<file path="config.mk">
export PLATFORM = sky130hd
export DESIGN_NAME = mont_exp_r2l
export DESIGN_NICKNAME = d
export VERILOG_FILES = /design/src/rtl/mont_exp_r2l.sv
export SDC_FILE = /design/constraint.sdc
export NUM_CORES = 1
export LEC_CHECK = 0
export BUFFER_PORTS_ARGS = -buffer_cell sky130_fd_sc_hd__buf_2
export CAP_MARGIN = 10
export CORE_ASPECT_RATIO = 0.9
export CORE_MARGIN = 2
export CORE_UTILIZATION = 62
export CTS_CLUSTER_SIZE = 14
export DETAILED_ROUTE_END_ITERATION = 8
export GPL_TIMING_DRIVEN = 0
export PLACE_DENSITY = 0.81
export SLEW_MARGIN = 10
export SYNTH_ARGS = -nofsm -noshare
export SYNTH_HDL_FRONTEND = slang
export SYNTH_SLANG_ARGS = --single-unit
</file>
<file path="constraint.sdc">
create_clock -name clk -period 6.75 [get_ports clk]
set_input_delay 0.3375 -clock clk [delete_from_list [all_inputs] [get_ports clk]]
set_output_delay 0.3375 -clock clk [all_outputs]
set_load 0.005 [all_outputs]
</file>
<file path="src/rtl/mont_exp_r2l.sv">
module mont_exp_r2l #(
  parameter int W = 32
) (
  input  logic         clk,
  input  logic         rst_n,
  input  logic         start,
  input  logic [W-1:0] base,
  input  logic [W-1:0] expo,
  input  logic [W-1:0] modulus,
  input  logic [W-1:0] r2_mod,
  output logic [W-1:0] result,
  output logic         done
);
  localparam int AW = W + 2;
  localparam int CW = $clog2(W + 2) + 1;
  localparam logic [CW-1:0] LAST = CW'(W + 1);

  typedef enum logic [2:0] {
    S_IDLE, S_LDC, S_CONV, S_LDL, S_LOOP, S_LDF, S_FIN
  } st_t;

  st_t          st;
  logic [W-1:0] m_q, e_q, acc, sq;
  logic [W-1:0] xa, xb, ya, yb;
  logic [AW-1:0] xt, yt;
  logic [CW-1:0] cnt;

  function automatic logic [AW-1:0] mstep(input logic [AW-1:0] t, input logic abit,
                                          input logic [W-1:0] b, input logic [W-1:0] m);
    logic [AW-1:0] s;
    s = t + (abit ? {2'b00, b} : '0);
    s = s + (s[0] ? {2'b00, m} : '0);
    return s >> 1;
  endfunction

  wire [AW-1:0] xn = mstep(xt, xa[0], xb, m_q);
  wire [AW-1:0] yn = mstep(yt, ya[0], yb, m_q);
  wire [AW-1:0] xs = xt - {2'b00, m_q};
  wire [AW-1:0] ys = yt - {2'b00, m_q};
  wire [W-1:0]  xr = (xt >= {2'b00, m_q}) ? xs[W-1:0] : xt[W-1:0];
  wire [W-1:0]  yr = (yt >= {2'b00, m_q}) ? ys[W-1:0] : yt[W-1:0];
  wire          stepping = (cnt != LAST);
  wire [W-1:0]  e_nx = e_q >> 1;

  always_ff @(posedge clk or negedge rst_n) begin
    if (!rst_n) begin
      st <= S_IDLE; done <= 1'b0; result <= '0;
      m_q <= '0; e_q <= '0; acc <= '0; sq <= '0;
      xa <= '0; xb <= '0; ya <= '0; yb <= '0;
      xt <= '0; yt <= '0; cnt <= '0;
    end else begin
      done <= 1'b0;
      case (st)
        S_IDLE: if (start) begin
          m_q <= modulus; e_q <= expo;
          xa <= base; xb <= r2_mod;
          ya <= W'(1); yb <= r2_mod;
          st <= S_LDC;
        end
        S_LDC: begin
          xt <= '0; yt <= '0; cnt <= '0; st <= S_CONV;
        end
        S_CONV, S_LOOP, S_FIN: begin
          if (stepping) begin
            xt <= xn; yt <= yn;
            xa <= xa >> 1; ya <= ya >> 1;
            cnt <= cnt + 1'b1;
          end else if (st == S_CONV) begin
            sq <= xr; acc <= yr; st <= S_LDL;
          end else if (st == S_LOOP) begin
            if (e_q[0]) acc <= yr;
            if (e_nx != '0) sq <= xr;
            e_q <= e_nx;
            st <= S_LDL;
          end else begin
            result <= yr; done <= 1'b1; st <= S_IDLE;
          end
        end
        S_LDL: begin
          if (e_q == '0) st <= S_LDF;
          else begin
            xa <= sq; xb <= sq; ya <= acc; yb <= sq;
            xt <= '0; yt <= '0; cnt <= '0;
            st <= S_LOOP;
          end
        end
        S_LDF: begin
          ya <= acc; yb <= W'(1); yt <= '0; cnt <= '0; st <= S_FIN;
        end
        default: st <= S_IDLE;
      endcase
    end
  end

  a_r3_done_single: assert property (@(posedge clk) disable iff (!rst_n)
    done |=> !done);
  a_r3_result_held: assert property (@(posedge clk) disable iff (!rst_n)
    !$stable(result) |-> done);
  a_r1_below_mod: assert property (@(posedge clk) disable iff (!rst_n)
    done |-> (result < m_q));
  a_r4_mod_held: assert property (@(posedge clk) disable iff (!rst_n)
    (st != S_IDLE) |=> $stable(m_q));
  a_r8_conv_follows_load: assert property (@(posedge clk) disable iff (!rst_n)
    (st == S_LDC) |=> (st == S_CONV));
  a_r8_fin_follows_load: assert property (@(posedge clk) disable iff (!rst_n)
    (st == S_LDF) |=> (st == S_FIN));
  a_r8_loop_exit: assert property (@(posedge clk) disable iff (!rst_n)
    (st == S_LOOP) |=> (st == S_LOOP || st == S_LDL));
  a_r8_idle_entry: assert property (@(posedge clk) disable iff (!rst_n)
    (st == S_IDLE && start) |=> (st == S_LDC));
endmodule

</file>
==> results.json, run 1 <==
{
  "hpwlAfterDp_um": 65400,
  "syn_area_sq_um": 25500,
  "synthTopCellsByCount": "nand2_1 (394), dfrtp_1 (365), a21oi_1 (230)",
  "switchingPower_mw": 1.28,
  "power_mw": 5.25,
  "cap_viol_max_count": 0,
  "pwr-share-comb_pct": 6.3,
  "synthAdderAreaFrac_pct": 9.87,
  "seq_power_share_pct": 46.7,
  "timing.hold.ws_ns": 0.0180,
  "area_growth_pct": 13.8,
  "cp.arrival_ns": 6.79,
  "grt-ovfl-total": 0,
  "cp_cell_sequence": "clkbuf_1 -> and2_1 -> ha_1 -> a21oi_1 -> o21ai_0 -> o21ai_0 -> a21oi_1 -> o21ai_1 -> a21oi_2 -> a221oi_1 -> o21bai_1 -> a21o_1 -> xor2_1 -> ha_1 -> and3_1 -> nand3_1 -> o221ai_1 -> a21oi_1 -> o21ai_1 -> a211oi_1 -> o21bai_1 -> mux2_2 -> o211ai_1",
  "drt_iter0_drc": 2848,
  "design_area_sq_um": 29100,
  "grt_usage_pct": 39.6,
  "synth_compound_area_share_pct": 24.8,
  "path_delay_family": "compound AO/OA/AOI/OAI gates",
  "worst_ir_drop_vdd_mv": 0.225,
  "die_w_um": 218,
  "dp.cells": 3692,
  "hold_path_class": "input port to flip-flop",
  "grt_pass1_vias": 23500,
  "status": "complete, no violations",
  "synth_xor_area_share_pct": 5.45,
  "gp_congestion": 0.996,
  "ys_top_cells_by_area": "dfrtp_1 (36%), ha_1 (9.4%), nand2_1 (5.8%), a21oi_1 (4.5%), xnor2_1 (3.6%)",
  "ant_nets": 0,
  "ys_ff_latch": 365,
  "slowest_delay_ns": 0.62,
  "root_buffer": "clkbuf_16",
  "fin_skew_ns": 0.0227,
  "post_cts.repair.setup_buffers": 0,
  "sw_frac_of_total_pct": 24.4,
  "p_leak_nw": 14.2,
  "avgSynthCellArea_sq_um": 8.56,
  "p_clk_share_pct": 47.0,
  "start_util_pct": 62.9,
  "clkSlewWorstSetupHoldPaths_ns": 0.06,
  "worst_pin_slew_ns": 1.16,
  "crit_top_cell": "a21oi_1",
  "die_h_um": 197,
  "cp-start-kind": "flip-flop",
  "dpl-instance-area_sq_um": 27100,
  "relSlewSlack_pct": 22.1,
  "slew_violations": 0,
  "crit_path_top_delay_cell": "dfrtp_1",
  "cts-htree-levels": 2,
  "worstSetupPathType": "flip-flop to flip-flop",
  "synth_top_family_by_area": "compound AO/OA/AOI/OAI gates",
  "rows": 70,
  "ys_warn_count": 0,
  "powerDensity_nw_per_um2": 180,
  "firstDrtPassIters": 8,
  "synthSimpleGateAreaFrac_pct": 18.0,
  "ys.flop_type": "dfrtp_1",
  "synth_top_area_share_pct": 35.8,
  "numCtsBuffers": 42,
  "final_cell_count_no_fill": 3814,
  "power.internal_mw": 3.97,
  "endpoint_kind": "flip-flop",
  "clock_latency_ns": 0.59,
  "core_area_sq_um": 40600,
  "crit_buf_inv": 1,
  "layout.nets": 3572,
  "netlist-cell-type-count": 91,
  "viasPerCell": 6.45,
  "setup_violations": 0,
  "synthMuxAreaShare_pct": 2.67,
  "syn-num-nets": 3315,
  "worst-endpoint-required_ns": 7.25,
  "yosysTopAreaCell": "dfrtp_1",
  "fmax_mhz": 159,
  "drc": 0,
  "critPathMaxFanout": 10,
  "rsz0062_at_grt": "no",
  "grt_pass1_wl_um": 131000,
  "ys_async_sr_fraction_pct": 100,
  "hold_viol": 0,
  "timing.final.crit_share_pct": 93.1,
  "final_layout_size_suffix_gt1_share_pct": 9.38,
  "antenna_found_initial": 0,
  "utilization_pct": 71.6,
  "wire_per_inst_um": 22.3,
  "postSynthCellCount": 2986,
  "synth_edf_count": 0,
  "grt_max_degree": 104,
  "wirelength_um": 85100,
  "ys_seq_area_share_pct": 35.8,
  "boundaryPins": 164,
  "finalCriticalPeriod_ns": 6.29,
  "port_buffers": 163,
  "clockBufferDepth": 3,
  "cts.sinks": 365,
  "synthMostInstantiatedCell": "nand2_1",
  "die-area_sq_um": 42800,
  "cts_tree": "yes",
  "route.vias.total": 24600
}
registers in the layout, summed over array words and instances, names as in the netlist:
| signal | flops |
|---|---|
| acc | 32 |
| cnt | 7 |
| done | 1 |
| e_q | 32 |
| m_q | 32 |
| result | 32 |
| sq | 32 |
| st | 3 |
| xa | 32 |
| xb | 32 |
| xt | 33 |
| ya | 32 |
| yb | 32 |
| yt | 33 |
area by class of cell:
type / count / area (sq um)
antenna: 1 / 2.50
tap: 540 / 676
multi-input combinational: 2394 / 15500
timing repair buffer: 213 / 1380
sequential: 365 / 9130
clock buffer: 63 / 1290
inverter: 92 / 345
fill: 3240 / 11600
buffer: 135 / 533
clock inverter: 11 / 170
worst paths after layout:
check	depth (start not counted)	endpoint	slack (ns)	startpoint
max in group asynchronous	3	acc[27]	5.38	rst_n
worst min-delay path	3	e_q[30]	0.02	expo[30]
worst max register to register	23	xt[32]	0.46	xa[0]
min in group asynchronous	2	sq[2]	0.35	rst_n
worst min register to register	2	xb[0]	0.48	xb[0]
worst max-delay path	23	xt[32]	0.46	xa[0]
power groups by stage:
stage | registers, mW | logic, mW | clock network [mW]
after global routing | 2.47 | 0.375 | 2.54
after global placement | 2.47 | 0.280 | 0
after floorplan | 2.44 | 0.162 | 0
after detailed placement | 2.48 | 0.305 | 0
final | 2.45 | 0.333 | 2.46
after CTS | 2.45 | 0.331 | 2.48
through the flow:
step | TNS (ns) | setup slack (ns)
floorplan | 0 | 1.46
global placement | -530.77 | -1.52
detailed placement | 0 | 0.232
CTS | 0 | 0.158
global route | 0 | 0.0886
finish | 0 | 0.464
metal layers:
layer | track usage [%] | wire length (um) | part of all wire [%] | up-vias
met1 | 54.7 | 36200 | 42 | 11800
met4 | 18.4 | 4260 | 5.0 | 0
met3 | 7.90 | 7990 | 9.4 | 228
met2 | 60.1 | 36700 | 43 | 1266
li1 | - | - | - | 11300
met5 | 0 | 0 | 0 | -
worst reg2reg max path, cell delays in order (launching register included):
cell and delay (ns):
dfrtp_1 0.62, clkbuf_1 0.39, and2_1 0.21, ha_1 0.26
a21oi_1 0.28, o21ai_0 0.23, o21ai_0 0.33, a21oi_1 0.21
o21ai_1 0.32, a21oi_2 0.20, a221oi_1 0.41, o21bai_1 0.13
a21o_1 0.20, xor2_1 0.14, ha_1 0.39, and3_1 0.21
nand3_1 0.11, o221ai_1 0.18, a21oi_1 0.10, o21ai_1 0.39
a211oi_1 0.19, o21bai_1 0.19, mux2_2 0.35, o211ai_1 0.17
what timing repair did:
| action | CTS | global route |
|---|---|---|
| endpoints found under the hold margin | 130 | 0 |
| hold buffers | 47 | 0 |
| gates resized for setup | 0 | 5 |
| setup endpoints to repair | 0 | 10 |
cell usage in the layout (no fill, tap or decap), types with 25 or more instances in the layout:
cell type	Yosys	final
nand2_1	394	394
dfrtp_1	365	365
a21oi_1	230	229
nor2_1	225	225
ha_1	192	192
o21ai_0	175	175
buf_2	5	167
and2_1	139	139
clkbuf_1	123	130
xnor2_1	105	105
o21ai_1	98	98
inv_1	92	92
a31oi_1	76	76
a22o_1	67	67
a22oi_1	64	64
a21o_1	64	64
xor2_1	54	54
dlygate4sd3_1	0	47
clkbuf_16	0	45
nand3_1	43	43
nor3_1	36	35
mux2_2	33	33
nand2b_1	31	31
mux2i_1	30	30
o21a_1	28	28
a211oi_1	28	27
o21bai_1	26	26
nor2b_1	25	25
kinds of logic after synthesis:
kind of cell             count (synthesis)
flip-flops                             365
AND/OR/NAND/NOR                        989
adder cells (fa/ha/maj)                198
XOR/XNOR                               159
AO/OA/AOI/OAI                          984
buffers and inverters                  227
multiplexers                            64
Power figures use the tool's default switching activity.
==> run 2: changes to the inputs <==
RECOVER_POWER = 100   (was not set)
==> run 2 against run 1 <==
- the flow now finishes with violations (capacitance limit, slew limit)
- die area is the same
- cell count did not move
- clock-buffer cell count stayed put
- setup slack lost 0.13 ns
- global-route usage unchanged
- sequential share of layout area rose by 0.16 points
- hold slack better by 0.0014 ns
- critical path type unchanged
==> results.json, run 2 (synthesis gave the netlist of run 1 again) <==
{
  "worst_ir_drop_vdd_mv": 0.225,
  "drc": 0,
  "fin_tns_setup_ns": 0,
  "cts.sinks": 365,
  "seq_power_share_pct": 46.8,
  "clock_latency_ns": 0.59,
  "clockBufferDepth": 3,
  "slowest_delay_ns": 0.76,
  "grt_pass1_vias": 23500,
  "sw_frac_of_total_pct": 24.4,
  "switchingPower_mw": 1.28,
  "critPathMaxFanout": 10,
  "boundaryPins": 164,
  "cp.arrival_ns": 6.86,
  "wire_per_inst_um": 22.3,
  "cp_cell_sequence": "clkbuf_1 -> and2_0 -> ha_1 -> a21o_1 -> or3_1 -> o21a_1 -> a2111oi_0 -> or2_0 -> nand2_1 -> a21o_1 -> a21oi_1 -> xnor2_1 -> ha_1 -> and4_1 -> and3_1 -> a2111oi_0 -> nor3_1 -> or3_1 -> a31oi_1 -> xor2_1 -> o21ai_0",
  "fmax_mhz": 156,
  "die_h_um": 197,
  "hpwlAfterDp_um": 65400,
  "crit_buf_inv": 1,
  "final_common_cell": "nand2_1",
  "dpl-instance-area_sq_um": 27100,
  "rsz0062_at_grt": "no",
  "drt_iter0_drc": 2940,
  "numCtsBuffers": 42,
  "power_mw": 5.24,
  "layout_common_cells": "nand2_1 (394), dfrtp_1 (365), o21ai_0 (248), a21oi_1 (229), nor2_1 (226)",
  "antenna_found_initial": 0,
  "core_area_sq_um": 40600,
  "worstSetupPathType": "flip-flop to flip-flop",
  "dpl_worst_slack_ns": 0.232,
  "p_leak_nw": 14.1,
  "grt_max_degree": 104,
  "ant_nets": 0,
  "reg.largest.list": "xt (33), yt (33)",
  "failed_checks": "capacitance limit, slew limit",
  "grt_pass1_wl_um": 131000,
  "timing.hold.ws_ns": 0.0194,
  "root_buffer": "clkbuf_16",
  "viasPerCell": 6.46,
  "finalCriticalPeriod_ns": 6.42,
  "hold_viol": 0,
  "dp.cells": 3692,
  "final_layout_size_suffix_gt1_share_pct": 8.28,
  "relSlewSlack_pct": -225,
  "final_cell_count_no_fill": 3814,
  "grt_usage_pct": 39.6,
  "die-area_sq_um": 42800,
  "route.vias.total": 24600,
  "powerDensity_nw_per_um2": 181,
  "nFillCells": 3272,
  "firstDrtPassIters": 6,
  "start_util_pct": 62.9,
  "cts-htree-levels": 2,
  "rows": 70,
  "design_area_sq_um": 28900,
  "cp-start-kind": "flip-flop",
  "cts_tree": "yes",
  "pwr-share-comb_pct": 6.2,
  "gp_congestion": 0.996,
  "crit_path_top_delay_cell": "a2111oi_0",
  "cap_viol_max_count": 2,
  "grt-ovfl-total": 0,
  "die_w_um": 218,
  "timing.final.crit_share_pct": 95.1,
  "worst_pin_slew_ns": 4.87,
  "status": "complete, but fails checks",
  "power.internal_mw": 3.96,
  "endpoint_kind": "flip-flop",
  "hold_path_class": "input port to flip-flop",
  "worst-endpoint-required_ns": 7.19,
  "path_delay_family": "compound AO/OA/AOI/OAI gates",
  "utilization_pct": 71.2,
  "area_growth_pct": 13.3,
  "layout.nets": 3572,
  "setup_violations": 0,
  "wirelength_um": 85100,
  "port_buffers": 163,
  "slew_violations": 97,
  "clkSlewWorstSetupHoldPaths_ns": 0.07,
  "fin_skew_ns": 0.0236,
  "p_clk_share_pct": 47.0,
  "setup_ws_ns": 0.332
}
-- run 2: layer usage --
metal  vias to the layer above  wire (um)  track usage, %
met5                         -          0               0
met4                         0       4260            18.4
met3                       218       8000            7.90
met2                      1225      36700            60.1
met1                     11900      36100            54.7
li1                      11300          -               -
-- run 2: cell type report --
| cell class | count | area (sq um) | share of cell area (%) |
|---|---|---|---|
| repair buffers | 213 | 1330 | 4.59 |
| clock buffers | 63 | 1290 | 4.47 |
| plain buffers | 135 | 509 | 1.76 |
| multi-input cells | 2394 | 15500 | 53.5 |
| clock inverters | 11 | 170 | 0.588 |
| well taps | 540 | 676 | 2.33 |
| diodes | 1 | 2.50 | 0.00865 |
| inverters | 92 | 345 | 1.19 |
| flip-flops and latches | 365 | 9130 | 31.6 |
-- run 2: path summary, 6_finish.rpt --
kind / to / depth (start not counted) / start / slack, ns
setup reg to reg: yt[30] / 21 / ya[0] / 0.33
max in group asynchronous: sq[26] / 3 / rst_n / 1.13
setup / recovery: yt[30] / 21 / ya[0] / 0.33
hold reg to reg: xb[0] / 2 / xb[0] / 0.48
min in group asynchronous: sq[2] / 2 / rst_n / 2.07
hold / removal: e_q[30] / 3 / expo[30] / 0.02
-- run 2: power groups by stage --
stage               Clock, mW  Sequential (mW)  Combinational [mW]
floorplan                   0             2.44               0.162
global placement            0             2.47               0.280
detailed placement          0             2.48               0.305
CTS                      2.48             2.45               0.331
global route             2.54             2.47               0.367
finish                   2.46             2.45               0.324
-- run 2: repair_timing --
action                                 in CTS  in global routing
resized for setup                           0                  5
hold buffers                               47                  0
buffers inserted                            0                  0
endpoints found under the hold margin     130                  0
setup endpoints to repair                   0                 10
-- run 2: worst min-delay path, stage by stage --
cell and delay [ns]:
buf_2 0.09, nand2_1 0.05, a31oi_1 0.08
==> run 3: changes to the inputs <==
CORE_ASPECT_RATIO = not set   (was 0.9)
==> run 3 against run 2 <==
- the flow still finishes with violations (capacitance limit, slew limit)
- combinational power decreased by 6%
- first-iteration DRC count decreased by 18%
- cell area decreased by 1.2%
- clock skew increased by 0.00058 ns
- largest power group is now registers
- maximum frequency increased by 1.2%
- total power decreased by 3.6%
- register-to-register slack improved by 0.07 ns
==> results.json, run 3 (synthesis gave the netlist of run 1 again) <==
{
  "status": "complete, but fails checks",
  "failed_checks": "capacitance limit, slew limit",
  "cp-endpoint": "xt[32]",
  "fin_skew_ns": 0.0242,
  "worstSetupPathType": "flip-flop to flip-flop",
  "final_layout_size_suffix_gt1_share_pct": 7.91,
  "wire_per_inst_um": 22.2,
  "switchingPower_mw": 1.24,
  "rrSetupSlack_ns": 0.41,
  "fmax_mhz": 158,
  "pwr-share-comb_pct": 6.0,
  "path_delay_family": "compound AO/OA/AOI/OAI gates",
  "critPathMaxFanout": 10,
  "viasPerCell": 6.43,
  "powerDensity_nw_per_um2": 177,
  "cts_tree": "yes",
  "hold_path_class": "input port to flip-flop",
  "post_cts.repair.setup_buffers": 0,
  "cp.arrival_ns": 6.85,
  "final_cell_count_no_fill": 3782,
  "p_leak_nw": 13.9,
  "worst-endpoint-required_ns": 7.25,
  "die_w_um": 207,
  "clockBufferDepth": 3,
  "timing.final.crit_share_pct": 94.0,
  "nFillCells": 3277,
  "dpl_worst_slack_ns": 0.380,
  "route.vias.total": 24300,
  "clkSlewWorstSetupHoldPaths_ns": 0.06,
  "port_buffers": 163,
  "power.internal_mw": 3.81,
  "die-area_sq_um": 42800,
  "reg.largest.list": "xt (33), yt (33)",
  "grt_max_degree": 110,
  "multi_input_area_sq_um": 15500,
  "cp_cell_sequence": "clkbuf_1 -> nand2_1 -> inv_1 -> ha_1 -> a21oi_1 -> nor3_1 -> o21ai_0 -> a21oi_1 -> o21ai_0 -> a21oi_1 -> a221oi_1 -> o21bai_1 -> a21o_1 -> xor2_1 -> ha_1 -> and3_1 -> nand3_1 -> o221ai_1 -> a21oi_1 -> o21ai_1 -> a211oi_1 -> o21bai_1 -> mux2_2 -> o211ai_1",
  "final_common_cell": "nand2_1",
  "timing.hold.ws_ns": 0.00817,
  "worst_ir_drop_vdd_mv": 0.188,
  "endpoint_kind": "flip-flop",
  "power_mw": 5.05,
  "drt_iter0_drc": 2420,
  "utilization_pct": 70.2,
  "drc": 0,
  "hold_viol": 0,
  "ff2ff_path_depth": 24,
  "hold-path-cell-count": 3,
  "setup_violations": 0,
  "design_area_sq_um": 28600,
  "firstDrtPassIters": 6,
  "crit_top_cell": "a21oi_1",
  "rsz0062_at_grt": "no",
  "area_growth_pct": 11.9,
  "r2r-start": "xa[0]",
  "fin_tns_setup_ns": 0,
  "cts.sinks": 365,
  "hp-start": "base[19]",
  "layout.nets": 3549,
  "r2r_end": "xt[32]",
  "layout_common_cells": "nand2_1 (394), dfrtp_1 (365), o21ai_0 (250), a21oi_1 (230), nor2_1 (226)",
  "finalCriticalPeriod_ns": 6.34,
  "cp-start-kind": "flip-flop",
  "clock_latency_ns": 0.59,
  "cts-htree-levels": 2,
  "boundaryPins": 164,
  "crit_buf_inv": 2,
  "slowest_delay_ns": 0.53,
  "wirelength_um": 83800,
  "sw_frac_of_total_pct": 24.5,
  "grt_pass1_wl_um": 126000,
  "core_area_sq_um": 40700,
  "seq_power_share_pct": 48.3,
  "grt_pass1_vias": 23400,
  "relSlewSlack_pct": -263,
  "startpoint": "xa[0]",
  "slew_violations": 98,
  "root_buffer": "clkbuf_16",
  "start_util_pct": 62.7,
  "crit_path_top_delay_cell": "dfrtp_1",
  "antenna_found_initial": 0,
  "gp_congestion": 0.986,
  "rows": 74,
  "worst_pin_slew_ns": 5.45,
  "ant_nets": 0,
  "dp.cells": 3685,
  "grt-ovfl-total": 0,
  "cap_viol_max_count": 1,
  "dpl-instance-area_sq_um": 27100,
  "antenna_cells": 0,
  "grt_usage_pct": 38.6,
  "setup_ws_ns": 0.406,
  "numCtsBuffers": 42,
  "hpwlAfterDp_um": 65900,
  "p_clk_share_pct": 45.6,
  "path_depth": 24,
  "die_h_um": 207,
  "seqCellArea_sq_um": 9130
}
## run 3: layer usage
| metal | global-route usage, % | share of wire, % | up-vias |
|---|---|---|---|
| met1 | 49.7 | 41 | 11700 |
| met4 | 20.5 | 5.6 | 0 |
| met5 | 0 | 0 | - |
| met2 | 63.0 | 46 | 1147 |
| li1 | - | - | 11200 |
| met3 | 5.76 | 8.1 | 245 |
## run 3: cell type report
cell class                 count  share of cell area, %
tap                          532                   2.33
clock inverter                12                  0.368
timing repair buffer         190                   3.76
clock buffer                  62                   4.43
inverter                      92                   1.21
sequential                   365                   32.0
multi-input combinational   2394                   54.2
buffer                       135                   1.78
## run 3: worst min path at each step
stage	end	slack (ns)
finish	xa[19]	0.008
CTS	m_q[22]	0.0006
global route	m_q[19]	0.005
floorplan	acc[0]	0.04
global placement	xb[0]	0.46
detailed placement	e_q[9]	0.42
## run 3: timing repair
item	in CTS	in global routing
gates resized for setup	0	1
hold endpoints to repair	117	0
endpoints found under the setup margin	0	1
hold buffers	23	0
## run 3: power groups by stage
stage | clock (mW) | sequential (mW) | combinational (mW)
after global placement | 0 | 2.47 | 0.278
after CTS | 2.30 | 2.44 | 0.315
after floorplan | 0 | 2.44 | 0.162
after global routing | 2.39 | 2.46 | 0.348
after detailed placement | 0 | 2.47 | 0.300
final | 2.31 | 2.44 | 0.305
## run 3: worst register-to-register path: stages, from the launching register on
cell and delay (ns):
dfrtp_1 0.53, clkbuf_1 0.41, nand2_1 0.19, inv_1 0.09
ha_1 0.22, a21oi_1 0.31, nor3_1 0.13, o21ai_0 0.30
a21oi_1 0.20, o21ai_0 0.38, a21oi_1 0.32, a221oi_1 0.46
o21bai_1 0.13, a21o_1 0.20, xor2_1 0.14, ha_1 0.39
and3_1 0.20, nand3_1 0.10, o221ai_1 0.19, a21oi_1 0.10
o21ai_1 0.39, a211oi_1 0.18, o21bai_1 0.19, mux2_2 0.35
o211ai_1 0.18
